--- src/rtl/credit_link_pkg.sv ---
// Package: credit_link_pkg
// Shared defaults for the credit link: receiver depth, credit return width,
// batch size and the longest time a freed slot may wait before it is sent back.
package credit_link_pkg;
    localparam int CL_DEPTH     = 8;
    localparam int CL_DATA_W    = 16;
    localparam int CL_RET_W     = 4;
    localparam int CL_BATCH     = 2;
    localparam int CL_MAX_WAIT  = 4;

    // Wider of two widths plus one, used for overflow-safe sums.
    function automatic int cl_sum_width(input int a, input int b);
        return ((a > b) ? a : b) + 1;
    endfunction
endpackage

--- src/rtl/cl_tx_credit.sv ---
// Module: cl_tx_credit
// Sender-side credit counter. Starts at DEPTH, drops by one per accepted
// flit, adds the returned count, and clamps at DEPTH with a sticky error.
// Assumes ret_cnt is zero except in cycles that carry a credit return.
module cl_tx_credit #(
    parameter int DEPTH = credit_link_pkg::CL_DEPTH,
    parameter int RET_W = credit_link_pkg::CL_RET_W,
    localparam int CNT_W = $clog2(DEPTH + 1)
) (
    input  logic             clk,
    input  logic             rst_n,
    input  logic             src_valid,
    input  logic [RET_W-1:0] ret_cnt,
    output logic             send,
    output logic             has_credit,
    output logic [CNT_W-1:0] credit,
    output logic             err
);
    localparam int SUM_W = credit_link_pkg::cl_sum_width(CNT_W, RET_W);

    logic [CNT_W-1:0] credit_q;
    logic             err_q;
    logic [SUM_W-1:0] next_sum;
    logic             over;

    // Accept decision and next counter value with both send and return applied.
    always_comb begin
        has_credit = (credit_q != '0);
        send       = src_valid && has_credit;
        next_sum   = SUM_W'(credit_q) + SUM_W'(ret_cnt) - SUM_W'(send);
        over       = (next_sum > SUM_W'(DEPTH));
    end

    // Counter and sticky overflow flag registers.
    always_ff @(posedge clk) begin
        if (!rst_n) begin
            credit_q <= CNT_W'(DEPTH);
            err_q    <= 1'b0;
        end else begin
            credit_q <= over ? CNT_W'(DEPTH) : next_sum[CNT_W-1:0];
            if (over) begin
                err_q <= 1'b1;
            end
        end
    end

    assign credit = credit_q;
    assign err    = err_q;
endmodule

--- src/rtl/cl_rx_fifo.sv ---
// Module: cl_rx_fifo
// Receiver flit buffer, first-in first-out, DEPTH entries (power of two).
// Assumes the sender's credits prevent writes while full; such a write is
// dropped. Pops whenever the head is valid and the consumer is ready.
module cl_rx_fifo #(
    parameter int DEPTH  = credit_link_pkg::CL_DEPTH,
    parameter int DATA_W = credit_link_pkg::CL_DATA_W,
    localparam int AW    = $clog2(DEPTH),
    localparam int CW    = $clog2(DEPTH + 1)
) (
    input  logic              clk,
    input  logic              rst_n,
    input  logic              wr_en,
    input  logic [DATA_W-1:0] wr_data,
    input  logic              rd_ready,
    output logic              rd_valid,
    output logic [DATA_W-1:0] rd_data,
    output logic              pop,
    output logic              full
);
    logic [DATA_W-1:0] mem [DEPTH];
    logic [AW-1:0]     wr_ptr;
    logic [AW-1:0]     rd_ptr;
    logic [CW-1:0]     count;
    logic              push;

    // Handshake decode for both ends of the buffer.
    always_comb begin
        rd_valid = (count != '0);
        full     = (count == CW'(DEPTH));
        pop      = rd_valid && rd_ready;
        push     = wr_en && !full;
        rd_data  = mem[rd_ptr];
    end

    // Storage array: one slot per entry, written at the write pointer.
    for (genvar i = 0; i < DEPTH; i++) begin : g_slot
        always_ff @(posedge clk) begin
            if (!rst_n) begin
                mem[i] <= '0;
            end else if (push && (wr_ptr == AW'(i))) begin
                mem[i] <= wr_data;
            end
        end
    end

    // Pointer and occupancy bookkeeping.
    always_ff @(posedge clk) begin
        if (!rst_n) begin
            wr_ptr <= '0;
            rd_ptr <= '0;
            count  <= '0;
        end else begin
            if (push) begin
                wr_ptr <= wr_ptr + AW'(1);
            end
            if (pop) begin
                rd_ptr <= rd_ptr + AW'(1);
            end
            count <= count + CW'(push) - CW'(pop);
        end
    end
endmodule

--- src/rtl/cl_credit_return.sv ---
// Module: cl_credit_return
// Gathers slots freed by the receiver and returns them as one registered
// count. A batch is sent once it reaches BATCH, or when it has waited
// MAX_WAIT-1 cycles since its first slot. Assumes at most one pop per cycle.
module cl_credit_return #(
    parameter int RET_W    = credit_link_pkg::CL_RET_W,
    parameter int BATCH    = credit_link_pkg::CL_BATCH,
    parameter int MAX_WAIT = credit_link_pkg::CL_MAX_WAIT,
    localparam int WW      = (MAX_WAIT > 1) ? $clog2(MAX_WAIT) : 1
) (
    input  logic             clk,
    input  logic             rst_n,
    input  logic             pop,
    output logic [RET_W-1:0] ret_cnt
);
    logic [RET_W-1:0] pend_q;
    logic [WW-1:0]    wait_q;
    logic [RET_W-1:0] ret_q;
    logic [RET_W-1:0] acc;
    logic             flush;

    // Batch total this cycle and the decision to send it now.
    always_comb begin
        acc   = pend_q + RET_W'(pop);
        flush = (acc >= RET_W'(BATCH)) ||
                ((acc != '0) && (wait_q == WW'(MAX_WAIT - 1)));
    end

    // Batch, age and outgoing return registers.
    always_ff @(posedge clk) begin
        if (!rst_n) begin
            pend_q <= '0;
            wait_q <= '0;
            ret_q  <= '0;
        end else if (flush) begin
            ret_q  <= acc;
            pend_q <= '0;
            wait_q <= '0;
        end else begin
            ret_q  <= '0;
            pend_q <= acc;
            wait_q <= (acc != '0) ? wait_q + WW'(1) : '0;
        end
    end

    assign ret_cnt = ret_q;
endmodule

--- src/rtl/credit_link.sv ---
// Module: credit_link
// Top of the credit link: sender credit counter, receiver buffer and the
// batched credit return path between them. Flits cross the link in the
// cycle they are accepted; credits come back through one register stage.
module credit_link #(
    parameter int DEPTH    = credit_link_pkg::CL_DEPTH,
    parameter int DATA_W   = credit_link_pkg::CL_DATA_W,
    parameter int RET_W    = credit_link_pkg::CL_RET_W,
    parameter int BATCH    = credit_link_pkg::CL_BATCH,
    parameter int MAX_WAIT = credit_link_pkg::CL_MAX_WAIT,
    localparam int CNT_W   = $clog2(DEPTH + 1)
) (
    input  logic              clk,
    input  logic              rst_n,
    input  logic              src_valid,
    input  logic [DATA_W-1:0] src_data,
    output logic              src_ready,
    output logic              dst_valid,
    output logic [DATA_W-1:0] dst_data,
    input  logic              dst_ready,
    output logic [CNT_W-1:0]  credit_count,
    output logic              link_err
);
    logic             link_send;
    logic [RET_W-1:0] ret_cnt_w;
    logic             rx_pop;
    logic             rx_full;

    cl_tx_credit #(.DEPTH(DEPTH), .RET_W(RET_W)) tx_i (
        .clk        (clk),
        .rst_n      (rst_n),
        .src_valid  (src_valid),
        .ret_cnt    (ret_cnt_w),
        .send       (link_send),
        .has_credit (src_ready),
        .credit     (credit_count),
        .err        (link_err)
    );

    cl_rx_fifo #(.DEPTH(DEPTH), .DATA_W(DATA_W)) rx_i (
        .clk      (clk),
        .rst_n    (rst_n),
        .wr_en    (link_send),
        .wr_data  (src_data),
        .rd_ready (dst_ready),
        .rd_valid (dst_valid),
        .rd_data  (dst_data),
        .pop      (rx_pop),
        .full     (rx_full)
    );

    cl_credit_return #(.RET_W(RET_W), .BATCH(BATCH), .MAX_WAIT(MAX_WAIT)) ret_i (
        .clk     (clk),
        .rst_n   (rst_n),
        .pop     (rx_pop),
        .ret_cnt (ret_cnt_w)
    );
endmodule

--- config.mk ---
export PLATFORM = sky130hd
export DESIGN_NAME = credit_link
export DESIGN_NICKNAME = d
export VERILOG_FILES = /design/src/rtl/credit_link_pkg.sv /design/src/rtl/cl_tx_credit.sv /design/src/rtl/cl_rx_fifo.sv /design/src/rtl/cl_credit_return.sv /design/src/rtl/credit_link.sv
export SDC_FILE = /design/constraint.sdc
export NUM_CORES = 1
export LEC_CHECK = 0
export BUFFER_PORTS_ARGS = -buffer_cell sky130_fd_sc_hd__clkbuf_2
export CELL_PAD_IN_SITES_DETAIL_PLACEMENT = 0
export CELL_PAD_IN_SITES_GLOBAL_PLACEMENT = 1
export CORE_ASPECT_RATIO = 0.75
export CORE_MARGIN = 2
export CORE_UTILIZATION = 35
export CTS_CLUSTER_DIAMETER = 150
export CTS_CLUSTER_SIZE = 8
export DETAILED_ROUTE_END_ITERATION = 10
export HOLD_SLACK_MARGIN = 0.02
export PLACE_DENSITY_LB_ADDON = 0.1
export SLEW_MARGIN = 20
export SYNTH_ARGS = -nofsm -noshare
export SYNTH_HDL_FRONTEND = slang
export SYNTH_SLANG_ARGS = --single-unit
--- constraint.sdc ---
create_clock -name clk -period 2.87 [get_ports clk]
set_input_delay 0 -clock clk [delete_from_list [all_inputs] [get_ports clk]]
set_output_delay 0 -clock clk [all_outputs]
set_load 0.005 [all_outputs]
==> results of run 1 <==
-- per-stage QoR --
| stage | hold slack, ps | cells | total power, W | area [um2] | util, % |
|---|---|---|---|---|---|
| finish | 208 | 858 | 0.00696 | 8540 | 42.3 |
| global route | 252 | 856 | 0.00736 | 8540 | 42.2 |
| CTS | 204 | 856 | 0.00708 | 8530 | 42.2 |
| detailed placement | 344 | 807 | 0.00483 | 7790 | 38.5 |
| global placement | 340 | 807 | 0.00481 | 7790 | 38.5 |
| floorplan | 188 | 506 | 0.00421 | 7210 | - |
-- report_power, final --
group	switching (W)	internal, W	total, W
Sequential	0.000145	0.00276	0.00290
Combinational	0.000936	0.000910	0.00185
Clock	0.000931	0.00128	0.00221
Total	0.00201	0.00495	0.00696
-- how the worst max path moves through the flow --
| stage | start | to | slack [ps] | cells past startpoint |
|---|---|---|---|---|
| after floorplan | tx_i.credit[0] | rx_i.mem[2][0] | 230 | 5 |
| after global placement | tx_i.credit[1] | tx_i.credit[1] | 230 | 9 |
| after detailed placement | tx_i.credit[1] | tx_i.credit[1] | 180 | 9 |
| after CTS | tx_i.credit[1] | tx_i.credit[1] | 160 | 9 |
| after global routing | tx_i.credit[1] | tx_i.credit[1] | 0.7 | 9 |
| final | tx_i.credit[1] | tx_i.credit[1] | 190 | 9 |
-- registers in the layout (all words and copies together), names as in the netlist, named ones only --
register,flops
tx_i.err,1
ret_i.wait_q,2
rx_i.wr_ptr,3
rx_i.count,4
rx_i.mem,128
rx_i.rd_ptr,3
tx_i.credit,4
ret_i.pend_q,4
ret_i.ret_cnt,4
-- final cells by class --
cell class / count / share of cell area (%)
Inverter: 25 / 1.10
Tap cell: 258 / 3.78
Antenna cell: 2 / 0.0586
Multi-Input combinational cell: 302 / 29.9
Clock inverter: 14 / 1.67
Timing Repair Buffer: 83 / 6.86
Clock buffer: 18 / 5.02
Sequential cell: 156 / 51.6
-- placed cells by master, fill, tap and decap left out, types with 2 or more instances in the layout --
cell type      netlist  layout
edfxtp_1           128     128
and2_1              75      75
nor2_1              68      68
clkbuf_2             0      42
mux4_2              32      32
nand2_1             29      29
dfxtp_1             28      27
inv_1               25      25
ha_1                24      24
buf_4                0      22
clkbuf_16            0      17
dlygate4sd3_1        0      17
mux2_2              16      16
xnor2_1              7       7
xor2_1               4       4
nand3_1              4       4
inv_6                0       4
nor2b_1              3       3
clkinvlp_4           0       3
clkinv_1             0       3
conb_1               1       3
diode_2              0       2
nand3_4              2       2
nand3_2              2       2
o21ai_2              0       2
and4_4               2       2
and3_4               2       2
nor3_1               2       2
a21o_1               2       2
a21oi_1              2       2
and4b_1              2       2
fa_1                 2       2
bufinv_16            0       2
buf_12               0       2
-- worst register-to-register path: cells and delay by family, from the launching register on --
| kind | cells | cell delay [ps] |
|---|---|---|
| AND/OR/NAND/NOR | 1 | 220 |
| flip-flops | 1 | 330 |
| adder cells (fa/ha/maj) | 3 | 880 |
| buffers and inverters | 1 | 40 |
| AO/OA/AOI/OAI | 3 | 880 |
| XOR/XNOR | 1 | 260 |
-- cell families after synthesis --
logic type / after synthesis / share of synthesized area, %
and+or+nand+nor: 196 / 14.5
xor gates and xnor gates: 11 / 1.34
DFF: 156 / 61.2
buffers and inverters: 48 / 3.60
muxes: 49 / 12.7
AOI/OAI and AO/OA: 17 / 1.96
adders and majority gates: 26 / 4.73
other: 1 / 0.0521
-- layer usage --
metal	up-vias	track usage, %	part of all wire [%]
met5	-	0	0
met4	0	6.18	1.4
met3	13	3.64	4.1
met2	73	26.5	47
met1	2067	23.3	48
li1	1973	-	-
-- timing repair --
| item | 4_1_cts | 5_1_grt |
|---|---|---|
| resized for setup | 0 | 1 |
| endpoints found under the hold margin | 102 | 0 |
| endpoints found under the setup margin | 0 | 1 |
| hold buffers | 17 | 0 |
==> impl_metrics.env, run 1 <==
export IMPL_crit_top_cell="ha_1"
export IMPL_cts_post_setup_buffers_inserted=0
export IMPL_crit_family="adder cells"
export IMPL_hold_path_class="input port to flip-flop"
export IMPL_period_share_pct=93.4
export IMPL_maxCapViolCount=0
export IMPL_p_per_area_nw_per_um2=815
export IMPL_drt_iter0_markers=326
export IMPL_routabilityCongestion=0.695
export IMPL_slowest_delay_ps=460
export IMPL_drc_errors=0
export IMPL_grt_pass1_wl_um=26300
export IMPL_synth_top_cell_area_share_pct=53.4
export IMPL_hold_viol_final=0
export IMPL_holdPathStages=2
export IMPL_synth_top_cell_by_area="edfxtp_1"
export IMPL_slew_headroom_pct=52.1
export IMPL_synth_edf_count=128
export IMPL_fin_ws_ps=189
export IMPL_synthMostInstantiatedCell="edfxtp_1"
export IMPL_r2r_slack_ps=190
export IMPL_grt_max_degree=33
export IMPL_crit_fanout=4
export IMPL_yosysWarnings=0
export IMPL_die_w_um=170
export IMPL_r2r_start="tx_i.credit[1]"
export IMPL_seq_area_um2=4410
export IMPL_wl_per_cell_um=19.9
export IMPL_ys_seq_elements=156
export IMPL_holdPathEnd="tx_i.credit[3]"
export IMPL_clk_latency_ps=420
export IMPL_tns_ps=0
export IMPL_r2r_cells=9
export IMPL_syn_area_um2=7200
export IMPL_path_buf_inv=1
export IMPL_async_reset_ff_share_pct=0
export IMPL_routed_wl_um=17000
export IMPL_p_leak_nw=3.29
export IMPL_start_kind="flip-flop"
export IMPL_critPathArrivalTime_ps=3040
export IMPL_drive_gt1_share_pct=26.6
export IMPL_clock_root_buffer="clkbuf_16"
export IMPL_drv_slew=0
export IMPL_die_h_um=128
export IMPL_nFillCells=1849
export IMPL_end_kind="flip-flop"
export IMPL_die_area_um2=21700
export IMPL_firstDrtPassIters=4
export IMPL_dr_total_vias=4126
export IMPL_antenna_found_initial=0
export IMPL_finalClockSkew_ps=12.2
export IMPL_path_cells="o41a_1 -> ha_1 -> inv_1 -> ha_1 -> fa_1 -> a21o_1 -> a21oi_1 -> xor2_1 -> and4b_1"
export IMPL_r2r_end="tx_i.credit[1]"
export IMPL_port_buffers=42
export IMPL_setup_viol=0
export IMPL_areaGrowthSynthToFinish_pct=18.7
export IMPL_vdd_drop_max_mv=0.258
export IMPL_synth_common_cells="128 x edfxtp_1, 75 x and2_1, 68 x nor2_1"
export IMPL_slowest_stage="o41a_1"
export IMPL_min_from="rst_n"
export IMPL_syn_inst=504
export IMPL_cts_buffers=17
export IMPL_pin_count=43
export IMPL_yosysSeqAreaShare_pct=61.2
export IMPL_final_nets=631
export IMPL_cts_tree="built"
export IMPL_grt_pass1_vias=4297
export IMPL_clk_path_buf_depth=2
export IMPL_ys_types=44
export IMPL_rows=45
export IMPL_htreeDepth=4
export IMPL_status="complete, no violations"
export IMPL_drtAntennaViolNets=0
export IMPL_cp_required_ps=3230
export IMPL_cts_sinks=156
export IMPL_hpwl_um=10800
export IMPL_avgSynthCellArea_um2=14.3
export IMPL_routed_via_density=4.81
export IMPL_rsz0062_at_grt="false"
export IMPL_globalRouteOverflowTotal=0
export IMPL_core_region_area_um2=20200
export IMPL_synth_flop_cell="edfxtp_1"
export IMPL_grt_use_total_pct=16.9
export IMPL_synthTopCellsByArea="edfxtp_1 53%, mux4_2 10%, dfxtp_1 7.8%"
export IMPL_path_class="flip-flop to flip-flop"
export IMPL_initial_utilization_pct=35.6
export IMPL_max_freq_ghz=0.373
export IMPL_tightest_slew_ps=718
export IMPL_dp_slack_ps=177
export IMPL_clk_pin_slew_ps=60
export IMPL_layout_min_cycle_time_ps=2680
export IMPL_multi_input_area_um2=2560
Power figures use the tool's default switching activity.
==> run 2: changes to the inputs <==
--- a/config.mk
+++ b/config.mk
@@ -11,6 +11,7 @@
 export CORE_ASPECT_RATIO = 0.75
 export CORE_MARGIN = 2
 export CORE_UTILIZATION = 35
+export CTS_BUF_LIST = sky130_fd_sc_hd__clkbuf_4 sky130_fd_sc_hd__clkbuf_8
 export CTS_CLUSTER_DIAMETER = 150
 export CTS_CLUSTER_SIZE = 8
 export DETAILED_ROUTE_END_ITERATION = 10
==> run 2 against run 1 <==
Compared with the run above: sequential share of layout area grew 1.1 points; register-to-register slack better by 20 ps; global-route usage fell by 0.19 points; sequential cell count stayed put; critical endpoint is now tx_i.err; sequential power about the same; cell count is the same; die area stayed put; highest routed layer unchanged; combinational power is essentially flat; non-clock buffer count stayed put; hold slack worse by 27 ps; power down 8.2%; maximum frequency rose by 0.76%; largest cell class unchanged.
==> impl_metrics.env, run 2 (same netlist as run 1, synthesis figures left out) <==
export IMPL_firstDrtPassIters=6
export IMPL_drtAntennaViolNets=0
export IMPL_final_nets=631
export IMPL_layout_min_cycle_time_ps=2660
export IMPL_core_region_area_um2=20200
export IMPL_hold_path_class="input port to flip-flop"
export IMPL_slowest_stage="o41a_1"
export IMPL_slew_headroom_pct=51.6
export IMPL_hold_viol_final=0
export IMPL_initial_utilization_pct=35.6
export IMPL_drc_errors=0
export IMPL_dr_total_vias=4083
export IMPL_routed_via_density=4.76
export IMPL_p_per_area_nw_per_um2=765
export IMPL_clk_latency_ps=450
export IMPL_final_cell_mix="128 x edfxtp_1, 75 x and2_1, 68 x nor2_1, 42 x clkbuf_2, 32 x mux4_2"
export IMPL_final_core_util_pct=41.3
export IMPL_die_w_um=170
export IMPL_holdPathEnd="tx_i.credit[3]"
export IMPL_routed_wl_um=17000
export IMPL_rows=45
export IMPL_wl_per_cell_um=19.8
export IMPL_drt_iter0_markers=302
export IMPL_grt_max_degree=33
export IMPL_start_kind="flip-flop"
export IMPL_critPathArrivalTime_ps=3010
export IMPL_antenna_found_initial=0
export IMPL_clk_path_buf_depth=2
export IMPL_p_leak_nw=3.20
export IMPL_vdd_drop_max_mv=0.261
export IMPL_tns_ps=0
export IMPL_r2r_start="tx_i.credit[1]"
export IMPL_htreeDepth=4
export IMPL_clock_root_buffer="clkbuf_8"
export IMPL_drv_slew=0
export IMPL_routabilityCongestion=0.695
export IMPL_clk_pin_slew_ps=90
export IMPL_cts_buffers=17
export IMPL_r2r_end="tx_i.err"
export IMPL_largest_register="rx_i.mem"
export IMPL_crit_fanout=4
export IMPL_final_common_cell="edfxtp_1"
export IMPL_path_cells="o41a_1 -> ha_1 -> inv_1 -> ha_1 -> fa_1 -> xor2_1 -> o32ai_1 -> o21ba_2 -> o31a_1"
export IMPL_die_h_um=128
export IMPL_cts_post_setup_buffers_inserted=0
export IMPL_holdPathStages=2
export IMPL_grt_use_total_pct=16.7
export IMPL_cts_sinks=156
export IMPL_crit_family="compound AO/OA/AOI/OAI gates"
export IMPL_total_power_w=0.00639
export IMPL_globalRouteOverflowTotal=0
export IMPL_grt_pass1_wl_um=26200
export IMPL_pin_count=43
export IMPL_largest_reg_flops=128
export IMPL_drive_gt1_share_pct=26.9
export IMPL_finalClockSkew_ps=16.0
export IMPL_areaGrowthSynthToFinish_pct=16.1
export IMPL_die_area_um2=21700
export IMPL_maxCapViolCount=0
export IMPL_path_class="flip-flop to flip-flop"
export IMPL_status="complete, no violations"
export IMPL_end_kind="flip-flop"
export IMPL_max_freq_ghz=0.376
export IMPL_tightest_slew_ps=726
export IMPL_period_share_pct=92.7
export IMPL_cts_tree="built"
export IMPL_path_buf_inv=1
export IMPL_grt_pass1_vias=4291
export IMPL_setup_viol=0
export IMPL_r2r_cells=9
export IMPL_rsz0062_at_grt="false"
export IMPL_slowest_delay_ps=460
export IMPL_crit_top_cell="ha_1"
export IMPL_cp_required_ps=3220
export IMPL_r2r_slack_ps=210
export IMPL_hpwl_um=10800
export IMPL_port_buffers=42
export IMPL_min_from="rst_n"
## run 2: cell counts in the layout (fill, tap and decap cells not counted)
Identical to the previous run, type by type.
## run 2: worst register-to-register path, delay by kind of cell (launching register included)
family	cells	cell delay, ps
flops	1	340
fa+ha+maj	3	880
compound gates	4	1130
xor+xnor	1	170
buf+inv	1	40
## run 2: worst max-delay path by stage
| stage | start | to | slack (ps) | cells past startpoint |
|---|---|---|---|---|
| 5_1_grt | tx_i.credit[1] | tx_i.credit[1] | 60 | 9 |
| 3_3_place_gp | tx_i.credit[1] | tx_i.credit[1] | 230 | 9 |
| 2_1_floorplan | tx_i.credit[0] | rx_i.mem[2][0] | 230 | 5 |
| 6_report | tx_i.credit[1] | tx_i.err | 210 | 9 |
| 4_1_cts | tx_i.credit[1] | tx_i.credit[1] | 160 | 9 |
| 3_5_place_dp | tx_i.credit[1] | tx_i.credit[1] | 180 | 9 |
## run 2: final cells by class
class                   instances  area (um2)
diodes                          2        5.00
clock buffers                  18         241
clock inverters                14         143
fillers                      1876       11900
inverters                      25        93.8
multi-input cells             302        2560
flip-flops and latches        156        4410
well taps                     258         323
repair buffers                 83         586
## run 2: where the power goes
| group | leakage (nW) | total [W] | switching, W | internal, W |
|---|---|---|---|---|
| logic | 1.46 | 0.00185 | 0.000940 | 0.000913 |
| registers | 1.56 | 0.00290 | 0.000147 | 0.00275 |
| clock network | 0.186 | 0.00164 | 0.000858 | 0.000784 |
| total | 3.20 | 0.00639 | 0.00194 | 0.00445 |
## run 2: layer usage
| metal | track usage [%] | vias up | wire length, um |
|---|---|---|---|
| met5 | 0 | - | 0 |
| met4 | 4.27 | 0 | 172 |
| met3 | 4.01 | 10 | 870 |
| met2 | 26.5 | 78 | 7840 |
| met1 | 23.3 | 2028 | 8130 |
| li1 | - | 1967 | - |
## run 2: repair_timing
action | in CTS | in global routing
gates resized for setup | 0 | 2
endpoints found under the setup margin | 0 | 3
hold endpoints to repair | 128 | 0
hold buffers | 17 | 0
## run 2: metrics by stage
step / instances / cell area, um2 / setup WS, ps / hold WS, ps
final: 858 / 8360 / 209 / 180
after global routing: 856 / 8350 / 61.9 / 201
after detailed placement: 807 / 7790 / 177 / 344
after floorplan: 506 / 7210 / 234 / 188
after CTS: 856 / 8340 / 159 / 167
after global placement: 807 / 7790 / 227 / 340
